--- config.mk ---
export PLATFORM = sky130hd
export DESIGN_NAME = vlen_sec_encoder
export DESIGN_NICKNAME = d
export VERILOG_FILES = /design/src/rtl/vlen_sec_pkg.sv /design/src/rtl/vlen_sec_mask.sv /design/src/rtl/vlen_sec_parity.sv /design/src/rtl/vlen_sec_stage.sv /design/src/rtl/vlen_sec_encoder.sv
export SDC_FILE = /design/constraint.sdc
export NUM_CORES = 1
export LEC_CHECK = 0
export CAP_MARGIN = 10
export CORE_MARGIN = 4
export CORE_UTILIZATION = 41
export CTS_CLUSTER_SIZE = 12
export DETAILED_ROUTE_END_ITERATION = 10
export DONT_BUFFER_PORTS = 1
export GPL_ROUTABILITY_DRIVEN = 1
export PLACE_DENSITY = 0.56
export SETUP_SLACK_MARGIN = 0.02
export SYNTH_ARGS = -nofsm -noshare
export SYNTH_HDL_FRONTEND = slang
export SYNTH_HIERARCHICAL = 1
export SYNTH_SLANG_ARGS = --single-unit
--- constraint.sdc ---
create_clock -name clk -period 5.48 [get_ports clk]
set_input_delay 0.274 -clock clk [delete_from_list [all_inputs] [get_ports clk]]
set_output_delay 0.274 -clock clk [all_outputs]
set_load 0.05 [all_outputs]
--- src/rtl/vlen_sec_pkg.sv ---
package vlen_sec_pkg;
  localparam int DATA_W  = 128;
  localparam int PAR_W   = 8;
  localparam int SEG_W   = 32;
  localparam int NSEG    = DATA_W / SEG_W;
  localparam int LEN_W   = $clog2(NSEG);
  localparam logic [PAR_W-1:0] POLY_LOW = 8'h1D; // x^4+x^3+x^2+1

  typedef struct packed {
    logic [PAR_W-1:0]  parity;
    logic [DATA_W-1:0] data;
  } enc_word_t;

  // alpha^n in GF(2^8) by repeated multiply-by-x with reduction
  function automatic logic [PAR_W-1:0] alpha_pow(input int n);
    logic [PAR_W-1:0] v;
    v = 8'h01;
    for (int i = 0; i < n; i++)
      v = {v[PAR_W-2:0], 1'b0} ^ (v[PAR_W-1] ? POLY_LOW : 8'h00);
    return v;
  endfunction
endpackage

--- src/rtl/vlen_sec_mask.sv ---
module vlen_sec_mask
  import vlen_sec_pkg::*;
(
  input  logic [DATA_W-1:0] data_i,
  input  logic [LEN_W-1:0]  len_i,
  output logic [DATA_W-1:0] masked_o
);
  // segment s is protected when it lies within the top (len+1) segments
  for (genvar s = 0; s < NSEG; s++) begin : g_seg
    logic keep;
    assign keep = (int'(len_i) + s) >= (NSEG - 1);
    assign masked_o[s*SEG_W +: SEG_W] = keep ? data_i[s*SEG_W +: SEG_W] : '0;
  end
endmodule

--- src/rtl/vlen_sec_parity.sv ---
module vlen_sec_parity
  import vlen_sec_pkg::*;
(
  input  logic [DATA_W-1:0] data_i,
  output logic [PAR_W-1:0]  parity_o
);
  logic [PAR_W-1:0] term [DATA_W];

  // data bit k sits at code position k + PAR_W
  for (genvar k = 0; k < DATA_W; k++) begin : g_term
    localparam logic [PAR_W-1:0] COEF = alpha_pow(k + PAR_W);
    assign term[k] = data_i[k] ? COEF : '0;
  end

  always_comb begin
    parity_o = '0;
    for (int k = 0; k < DATA_W; k++) parity_o ^= term[k];
  end
endmodule

--- src/rtl/vlen_sec_stage.sv ---
module vlen_sec_stage #(
  parameter int W = 8
) (
  input  logic         clk,
  input  logic         rst_n,
  input  logic         in_valid,
  output logic         in_ready,
  input  logic [W-1:0] in_word,
  output logic         out_valid,
  input  logic         out_ready,
  output logic [W-1:0] out_word
);
  logic load;
  assign in_ready = !out_valid || out_ready;
  assign load     = in_valid && in_ready;

  always_ff @(posedge clk) begin
    if (!rst_n) begin
      out_valid <= 1'b0;
    end else if (in_ready) begin
      out_valid <= in_valid;
    end
  end

  always_ff @(posedge clk) begin
    if (load) out_word <= in_word;
  end
endmodule

--- src/rtl/vlen_sec_encoder.sv ---
module vlen_sec_encoder
  import vlen_sec_pkg::*;
(
  input  logic              clk,
  input  logic              rst_n,
  input  logic              in_valid,
  output logic              in_ready,
  input  logic [DATA_W-1:0] in_data,
  input  logic [LEN_W-1:0]  in_len,
  output logic              out_valid,
  input  logic              out_ready,
  output logic [DATA_W-1:0] out_data,
  output logic [PAR_W-1:0]  out_parity
);
  localparam int WORD_W = $bits(enc_word_t);

  logic [DATA_W-1:0] masked;
  logic [PAR_W-1:0]  par_c;
  enc_word_t         nxt, cur;

  vlen_sec_mask u_mask (.data_i(in_data), .len_i(in_len), .masked_o(masked));
  vlen_sec_parity u_par (.data_i(masked), .parity_o(par_c));

  assign nxt.parity = par_c;
  assign nxt.data   = in_data;

  vlen_sec_stage #(.W(WORD_W)) u_stage (
    .clk(clk), .rst_n(rst_n),
    .in_valid(in_valid), .in_ready(in_ready), .in_word(nxt),
    .out_valid(out_valid), .out_ready(out_ready), .out_word(cur)
  );

  assign out_data   = cur.data;
  assign out_parity = cur.parity;
endmodule

# Yosys cells after proc, flatten, opt, wreduce, memory -nomap -nowiden
# Index checks and enable logic that the tools add are counted.
# W data, S select, Z words.
[word_totals]
elab_cells = 271
regBits = 137
input_bits = 134
[op_classes]
muxes = 132
addsub = 3
n_reduce_logical = 3
bitwise_logic = 127
n_lt_le_gt_ge = 4
[op_table]
columns = ["op", "n"]
rows = [
  ["$xor A8 B8 Y8", 127],
  ["$mux W8", 63],
  ["$mux W7", 32],
  ["$mux W32", 4],
  ["$mux W6", 17],
  ["$ge A32 B3 Y1 const B", 3],
  ["$mux W5", 9],
  ["$mux W4", 4],
  ["$add A2 B2 Y3 const B", 2],
  ["$mux W3", 2],
  ["$add A2 B1 Y3 const B", 1],
  ["$ge A2 B2 Y1 const B", 1],
  ["$mux W2", 1],
  ["$logic_and A1 B1 Y1", 1],
  ["$logic_not A1 Y1", 1],
  ["$logic_or A1 B1 Y1", 1],
]

# Logic depth before layout (Yosys ltp)
# Gate-level depths: netlist of the first run.
[depth]
word_depth = 130
depth_mapped = 8
ltp_nobuf = 6

# Hierarchy
# The synthesis of the first run kept the hierarchy.
[by_module_without_submodules]
columns = ["module", "area_each_um2", "seq_area_each_um2", "cells_per_inst", "instances"]
rows = [
  ["vlen_sec_stage", 4141.5, 4103.9, 141, 1],
  ["vlen_sec_parity", 2696.3, 0.0, 226, 1],
  ["vlen_sec_mask", 892.1, 0.0, 145, 1],
]

# Worst setup path before layout of the first run
# No wires, ideal clock.
[synth_timing]
path_type = "input-to-reg"
from = "input port in_len[0]"
to = "register u_stage.out_word[135], data pin"
t_arrival_ps = 2555
path_slack_ps = 2658
path_stages = 8
t_required_ps = 5212
path_cell_list = "buf_2 buf_2 o21a_1 xnor2_2 xnor3_1 xnor3_1 xnor3_1 xnor3_1"
[synth_between]
word_cells_on_any_way = 199
[synth_rtl]
columns = ["item", "line", "rtl"]
rows = [
  ["start, declared", "vlen_sec_encoder.sv:9", "input logic [LEN_W-1:0] in_len,"],
  ["$add A2 B2 Y3", "vlen_sec_mask.sv:11", "assign keep = (int'(len_i) + s) >= (NSEG - 1);"],
  ["$ge A32 B3 Y1", "vlen_sec_mask.sv:11", ""],
  ["$mux W32", "vlen_sec_mask.sv:12", "assign masked_o[s*SEG_W +: SEG_W] = keep ? data_i[s*SEG_W +: SEG_W] : '0;"],
  ["named net masked[72]", "vlen_sec_encoder.sv:17", "logic [DATA_W-1:0] masked;"],
  ["$mux W8", "vlen_sec_parity.sv:12", "assign term[k] = data_i[k] ? COEF : '0;"],
  ["$xor A8 B8 Y8 (56 in series)", "vlen_sec_parity.sv:17", "for (int k = 0; k < DATA_W; k++) parity_o ^= term[k];"],
  ["named net par_c[7]", "vlen_sec_encoder.sv:18", "logic [PAR_W-1:0] par_c;"],
  ["end signal, assigned", "vlen_sec_stage.sv:26", "if (load) out_word <= in_word;"],
  ["end, declared", "vlen_sec_stage.sv:11", "output logic [W-1:0] out_word"],
]
# The timed path passes the listed nets, and every way through them passes these cells.
# A chain may end at the register's enable or synchronous reset.

# Final worst setup path of the first run
[layout_timing]
from = "register u_stage.out_valid"
to = "register u_stage.out_word[29] (enable)"
[layout_between]
elab_chain_cells = 3
[layout_lines]
columns = ["item", "line", "rtl"]
rows = [
  ["start, declared", "vlen_sec_stage.sv:9", "output logic out_valid,"],
  ["start signal, assigned", "vlen_sec_stage.sv:21", "out_valid <= in_valid;"],
  ["$logic_not A1 Y1", "vlen_sec_stage.sv:14", "assign in_ready = !out_valid || out_ready;"],
  ["$logic_or A1 B1 Y1", "vlen_sec_stage.sv:14", ""],
  ["named net in_ready", "vlen_sec_encoder.sv:7", "output logic in_ready,"],
  ["$logic_and A1 B1 Y1", "vlen_sec_stage.sv:15", "assign load = in_valid && in_ready;"],
  ["named net u_stage.load", "vlen_sec_stage.sv:13", "logic load;"],
]
# The timed path passes the listed nets, and every way through them passes these cells.

==> impl_metrics.ini, run 1 <==
[clock_tree]
cts-root-buf = clkbuf_16
cts_sinks = 137
cts_resized = 0
numCtsBuffers = 17
htreeDepth = 4
cts_tree = yes
clkTransAtPathRegs_ns = 0.05
clockBufferDepth = 2
worstSkewPairLatency_ns = 0.42

[worst_setup_path]
cp.arrival_ns = 2.86
r2r-end = u_stage/out_word[29]
rr_startpoint = u_stage/out_valid
rrSetupSlack_ns = 2.67
r2r_cells = 3
cp_max_fo = 75
start_kind = register
critPathRequiredTime_ns = 5.53
end_kind = register
crit_type = register to register

[global_routing]
grt_use_total = 0.207
antenna_found_initial = 0
grt_pass1_wl_mm = 31.5
grt_overflow = 0
grt_max_degree = 97
grt_pass1_vias = 4662

[cells_and_area]
diodes = 0
final_common_cell = xnor2_1
nets = 747
final_cell_mix = 143 x xnor2_1, 136 x edfxtp_1, 130 x dlygate4sd3_1
layout-drive-gt1-share = 0.0527
syn_to_final_growth_pct = 24.9

[sta]
setup_violations = 0
period_needed_ns = 2.81
relSlewSlack = 0.389
rsz0062_at_grt = no
finClkSkew_ns = 0.0107
fmax_ghz = 0.355
worst_slew_pin_slew_ns = 0.917
tns_ns = 0
fin_crit_sh = 0.514
maxSlewViolCount = 0
hold_violations = 0

[drt]
vias = 4269
drt_pass1_iterations = 4
routed_via_density = 4.99
routedWlPerCell_um = 25.5
drtAntennaViolNets = 0
wirelength_mm = 21.8
drc = 0
drtIter0Drc = 272

[synth]
yosys_warnings = 6
yosysTopAreaCell = edfxtp_1
yosysSeqAreaShare = 0.531
synth.avg_cell_area_um2 = 15.1
ys_seq_elements = 137
ys_top_cells_by_area = edfxtp_1 53%, xnor2_1 16%, xnor3_1 14%
yosysUniqueCellTypes = 20
synthCells = 512
netlist_area_um2 = 7730
yosys.area.top_type_share = 0.528
synth_nets = 646

[placement]
hpwl_mm = 15.7
globalplace.congestion = 0.837
io_buffers = 0

[floorplan]
core_area_um2 = 18300
die_area_um2 = 21100
die_x_um = 145
die_h_um = 145
rows = 49
ioPinCount = 272
initial_core_util = 0.423

[power_and_ir_drop]
vdd_drop_max_mv = 0.265
p_leak_nw = 3.74
p_per_area_nw_per_um2 = 430
finalPower_mw = 4.15

[min_path]
holdPathStages = 1
worstHoldStart = in_valid
hold_path.class = input port to register
whs_endpoint = u_stage/out_word[47]

[flow_run]
drv_cap = 0

[status]
status = finished clean
synthesized netlist by cell type:
cell type  instances
buf_8              4
nand2b_4           1
a21boi_2           1
and2_1            32
xor2_1            31
and2_4             1
xnor3_1           48
xor3_1             2
and3_1            32
clkbuf_1          32
edfxtp_1         136
xnor2_2            1
xor3_4             1
buf_6              1
clkbuf_2           3
inv_1              1
xnor2_1          143
buf_2              9
o21a_1            32
dfxtp_1            1
flip-flops by register name, summed over array words and instances, names as in the netlist:
register           flops
u_stage/out_word     136
u_stage/out_valid      1
critical path, cell delays in order, from the launching register on:
cell and delay (ns):
dfxtp_1 0.49, nand2b_4 0.28, and2_4 0.70, buf_4 0.81
worst max path at each step:
stage	from	end	slack, ns	depth (start not counted)
floorplan	in_len[0]	u_stage/out_word[135]	2.66	8
global placement	in_len[1]	u_stage/out_word[128]	2.66	6
detailed placement	in_len[1]	u_stage/out_word[128]	2.65	6
CTS	u_stage/out_valid	u_stage/out_word[8]	2.68	3
global route	u_stage/out_valid	u_stage/out_word[8]	2.52	3
finish	u_stage/out_valid	u_stage/out_word[29]	2.67	3
layer usage:
layer	track usage	vias up	wire length, um
met4	0.0494	0	217
met1	0.247	2079	8470
met5	0	-	0
met2	0.360	200	11300
met3	0.0717	15	1860
li1	-	1975	-
through the flow:
step | instance area (um^2) | hold WS, ns | instances | setup slack (ns) | util
floorplan | 7730 | 0.373 | 512 | 2.66 | -
CTS | 9650 | 0.440 | 855 | 2.68 | 0.528
finish | 9650 | 0.455 | 855 | 2.67 | 0.528
global route | 9650 | 0.451 | 855 | 2.52 | 0.528
global placement | 7770 | 0.373 | 693 | 2.66 | 0.425
detailed placement | 7770 | 0.373 | 693 | 2.65 | 0.425
kinds of logic after synthesis:
kind of cell              after synthesis  share of synthesized area
AOI/OAI and AO/OA                      33                     0.0325
xor gates and xnor gates              226                      0.349
buffers and inverters                  50                     0.0330
DFF                                   137                      0.531
and+or+nand+nor                        66                     0.0547
report_power, final:
group	internal, mW	leakage [nW]	total (mW)	switching [mW]
logic	0.872	2.13	1.35	0.481
registers	1.33	1.32	1.68	0.348
clock network	0.705	0.285	1.12	0.413
layout make-up:
cell class	instances	area, um^2
inverter	1	3.75
fill	1537	8620
timing repair buffer	131	1310
clock buffer	25	485
tap	229	287
multi-input combinational	325	3370
clock inverter	7	92.6
sequential	137	4100
what timing repair did:
item,in CTS,in global routing
endpoints found under the hold margin,129,0
buffers inserted,0,0
hold buffers,130,0
(Power assumes the default switching activity.)
==> run 2: changes to the inputs <==
--- a/config.mk
+++ b/config.mk
@@ -12,7 +12,7 @@
 export DETAILED_ROUTE_END_ITERATION = 10
 export DONT_BUFFER_PORTS = 1
 export GPL_ROUTABILITY_DRIVEN = 1
-export PLACE_DENSITY = 0.56
+export PLACE_DENSITY = 0.58
 export SETUP_SLACK_MARGIN = 0.02
 export SYNTH_ARGS = -nofsm -noshare
 export SYNTH_HDL_FRONTEND = slang
==> constraint.sdc (replaced) <==
create_clock -name clk -period 2.3 [get_ports clk]
set_input_delay 0.115 -clock clk [delete_from_list [all_inputs] [get_ports clk]]
set_output_delay 0.115 -clock clk [all_outputs]
set_load 0.05 [all_outputs]
==> run 2 against run 1 <==
Compared with the run above:
- sequential power grew 140%
- clock power is 140% higher
- via count increased by 1.3%
- total power grew 140%
- critical path depth grew 3
- non-clock buffer count grew 15
- largest cell class unchanged
- clock-buffer cell count down 8
- core utilization grew 1.1 points
- register-to-register slack worse by 1.8 ns
- worst setup slack worse by 2.2 ns
==> impl_metrics.ini, run 2 (synthesis gave the netlist of run 1 again) <==
[sta]
period_needed_ns = 1.87
relSlewSlack = 0.628
worst_slew_pin_slew_ns = 0.559
tns_ns = 0
setup_violations = 0
finClkSkew_ns = 0.0250
maxSlewViolCount = 0
fin_hold_ws_ns = 0.220
fin_crit_sh = 0.815
rsz0062_at_grt = no
timing.final.ws_setup_ns = 0.426
hold_violations = 0
fmax_ghz = 0.534

[cells_and_area]
top_register = u_stage/out_word
reg.largest.list = u_stage/out_word x136, u_stage/out_valid x1
seqCellArea_um2 = 4100
multiInputGateArea_um2 = 3430
final_cell_mix = 136 x xnor2_1, 136 x edfxtp_1, 130 x dlygate4sd3_1
nFillCells = 1497
diodes = 0
layoutNonFillerInstCount = 870
nets = 762
largest_reg_flops = 136
syn_to_final_growth_pct = 27.5
post-route-util = 0.539
layout-drive-gt1-share = 0.0889

[drt]
drtIter0Drc = 232
wirelength_mm = 21.1
drt_pass1_iterations = 5
routedWlPerCell_um = 24.3
vias = 4323
drc = 0
drtAntennaViolNets = 0
routed_via_density = 4.97

[placement]
dp.cells = 708
dp_slack_ns = 0.00363
globalplace.congestion = 0.852
io_buffers = 0
hpwl_mm = 14.8

[floorplan]
ioPinCount = 272
die_h_um = 145
core_area_um2 = 18300
initial_core_util = 0.423
rows = 49
die_x_um = 145
die_area_um2 = 21100

[worst_setup_path]
crit_type = input port to register
cp-startpoint = in_data[4]
start_kind = input port
critPathRequiredTime_ns = 2.47
rr_startpoint = u_stage/out_valid
rrSetupSlack_ns = 0.85
cp.arrival_ns = 2.04
worstSetupEndpoint = u_stage/out_word[135]
end_kind = register
r2r-end = u_stage/out_word[39]
r2r_cells = 3
cp_max_fo = 2

[global_routing]
grt_overflow = 0
grt_pass1_wl_mm = 31.1
grt_pass1_vias = 4834
grt_use_total = 0.201
grt-busiest-layer = met2
grt_max_degree = 97
antenna_found_initial = 0
use_met1 = 0.242
grtUsageMet2 = 0.334
grtUsageMet3 = 0.0795

[power_and_ir_drop]
p_per_area_nw_per_um2 = 1010
vdd_drop_max_mv = 0.674
p_leak_nw = 3.84

[flow_run]
drv_cap = 0

[min_path]
worstHoldStart = in_valid
hold_path.class = input port to register

[clock_tree]
cts-root-buf = clkbuf_16
htreeDepth = 4
cts_tree = yes
cts_sinks = 137
numCtsBuffers = 17
cts_setup_buffers = 0
worstSkewPairLatency_ns = 0.43
clockBufferDepth = 2
clkTransAtPathRegs_ns = 0.06

[status]
status = finished clean
[run 2: cell types whose count changed in the layout (fill, tap and decap cells not counted), sizes merged]
cell	change
buf	+15
clkinvlp	+4
clkinv	+3
clkbuf	-8
bufinv	+1
[run 2: critical path: stages]
cell and delay [ns]:
and3_1 0.20, xnor2_1 0.24, xnor3_1 0.44, xnor3_1 0.27, xnor3_1 0.44, xnor3_1 0.34
[run 2: worst min-delay path by stage]
stage                     depth (start not counted)                     to  slack (ns)
after floorplan                                   0    u_stage/out_word[0]        0.21
after global placement                            0    u_stage/out_word[1]        0.21
after detailed placement                          0   u_stage/out_word[61]        0.21
after CTS                                         2  u_stage/out_word[126]        0.23
after global routing                              2    u_stage/out_word[4]        0.25
final                                             2  u_stage/out_word[126]        0.22
[run 2: per-layer routing]
layer | vias up | routed length (um) | part of all wire
met1 | 2108 | 8470 | 0.40
met5 | - | 0 | 0
met2 | 206 | 10500 | 0.50
met4 | 0 | 274 | 0.013
met3 | 15 | 1840 | 0.087
li1 | 1994 | - | -
[run 2: layout make-up]
class                   instances  area share
clock inverters                15      0.0161
inverters                       1    0.000381
multi-input cells             325       0.348
clock buffers                  17      0.0432
repair buffers                146       0.147
flip-flops and latches        137       0.417
well taps                     229      0.0291
[run 2: power breakdown]
group	leakage [nW]	internal [mW]	total (mW)	switching, mW
combinational	2.24	2.10	3.19	1.09
sequential	1.32	3.17	4.01	0.848
clock	0.275	1.68	2.71	1.03
[run 2: what timing repair did]
item,4_1_cts,5_1_grt
resized for setup,0,0
hold buffers,130,0
endpoints found under the hold margin,129,0
[run 2: through the flow]
| stage | power [mW] | cell area, um^2 |
|---|---|---|
| floorplan | 6.59 | 7800 |
| global placement | 7.00 | 7970 |
| detailed placement | 7.06 | 7970 |
| CTS | 9.98 | 9850 |
| global route | 10.3 | 9850 |
| finish | 9.91 | 9850 |
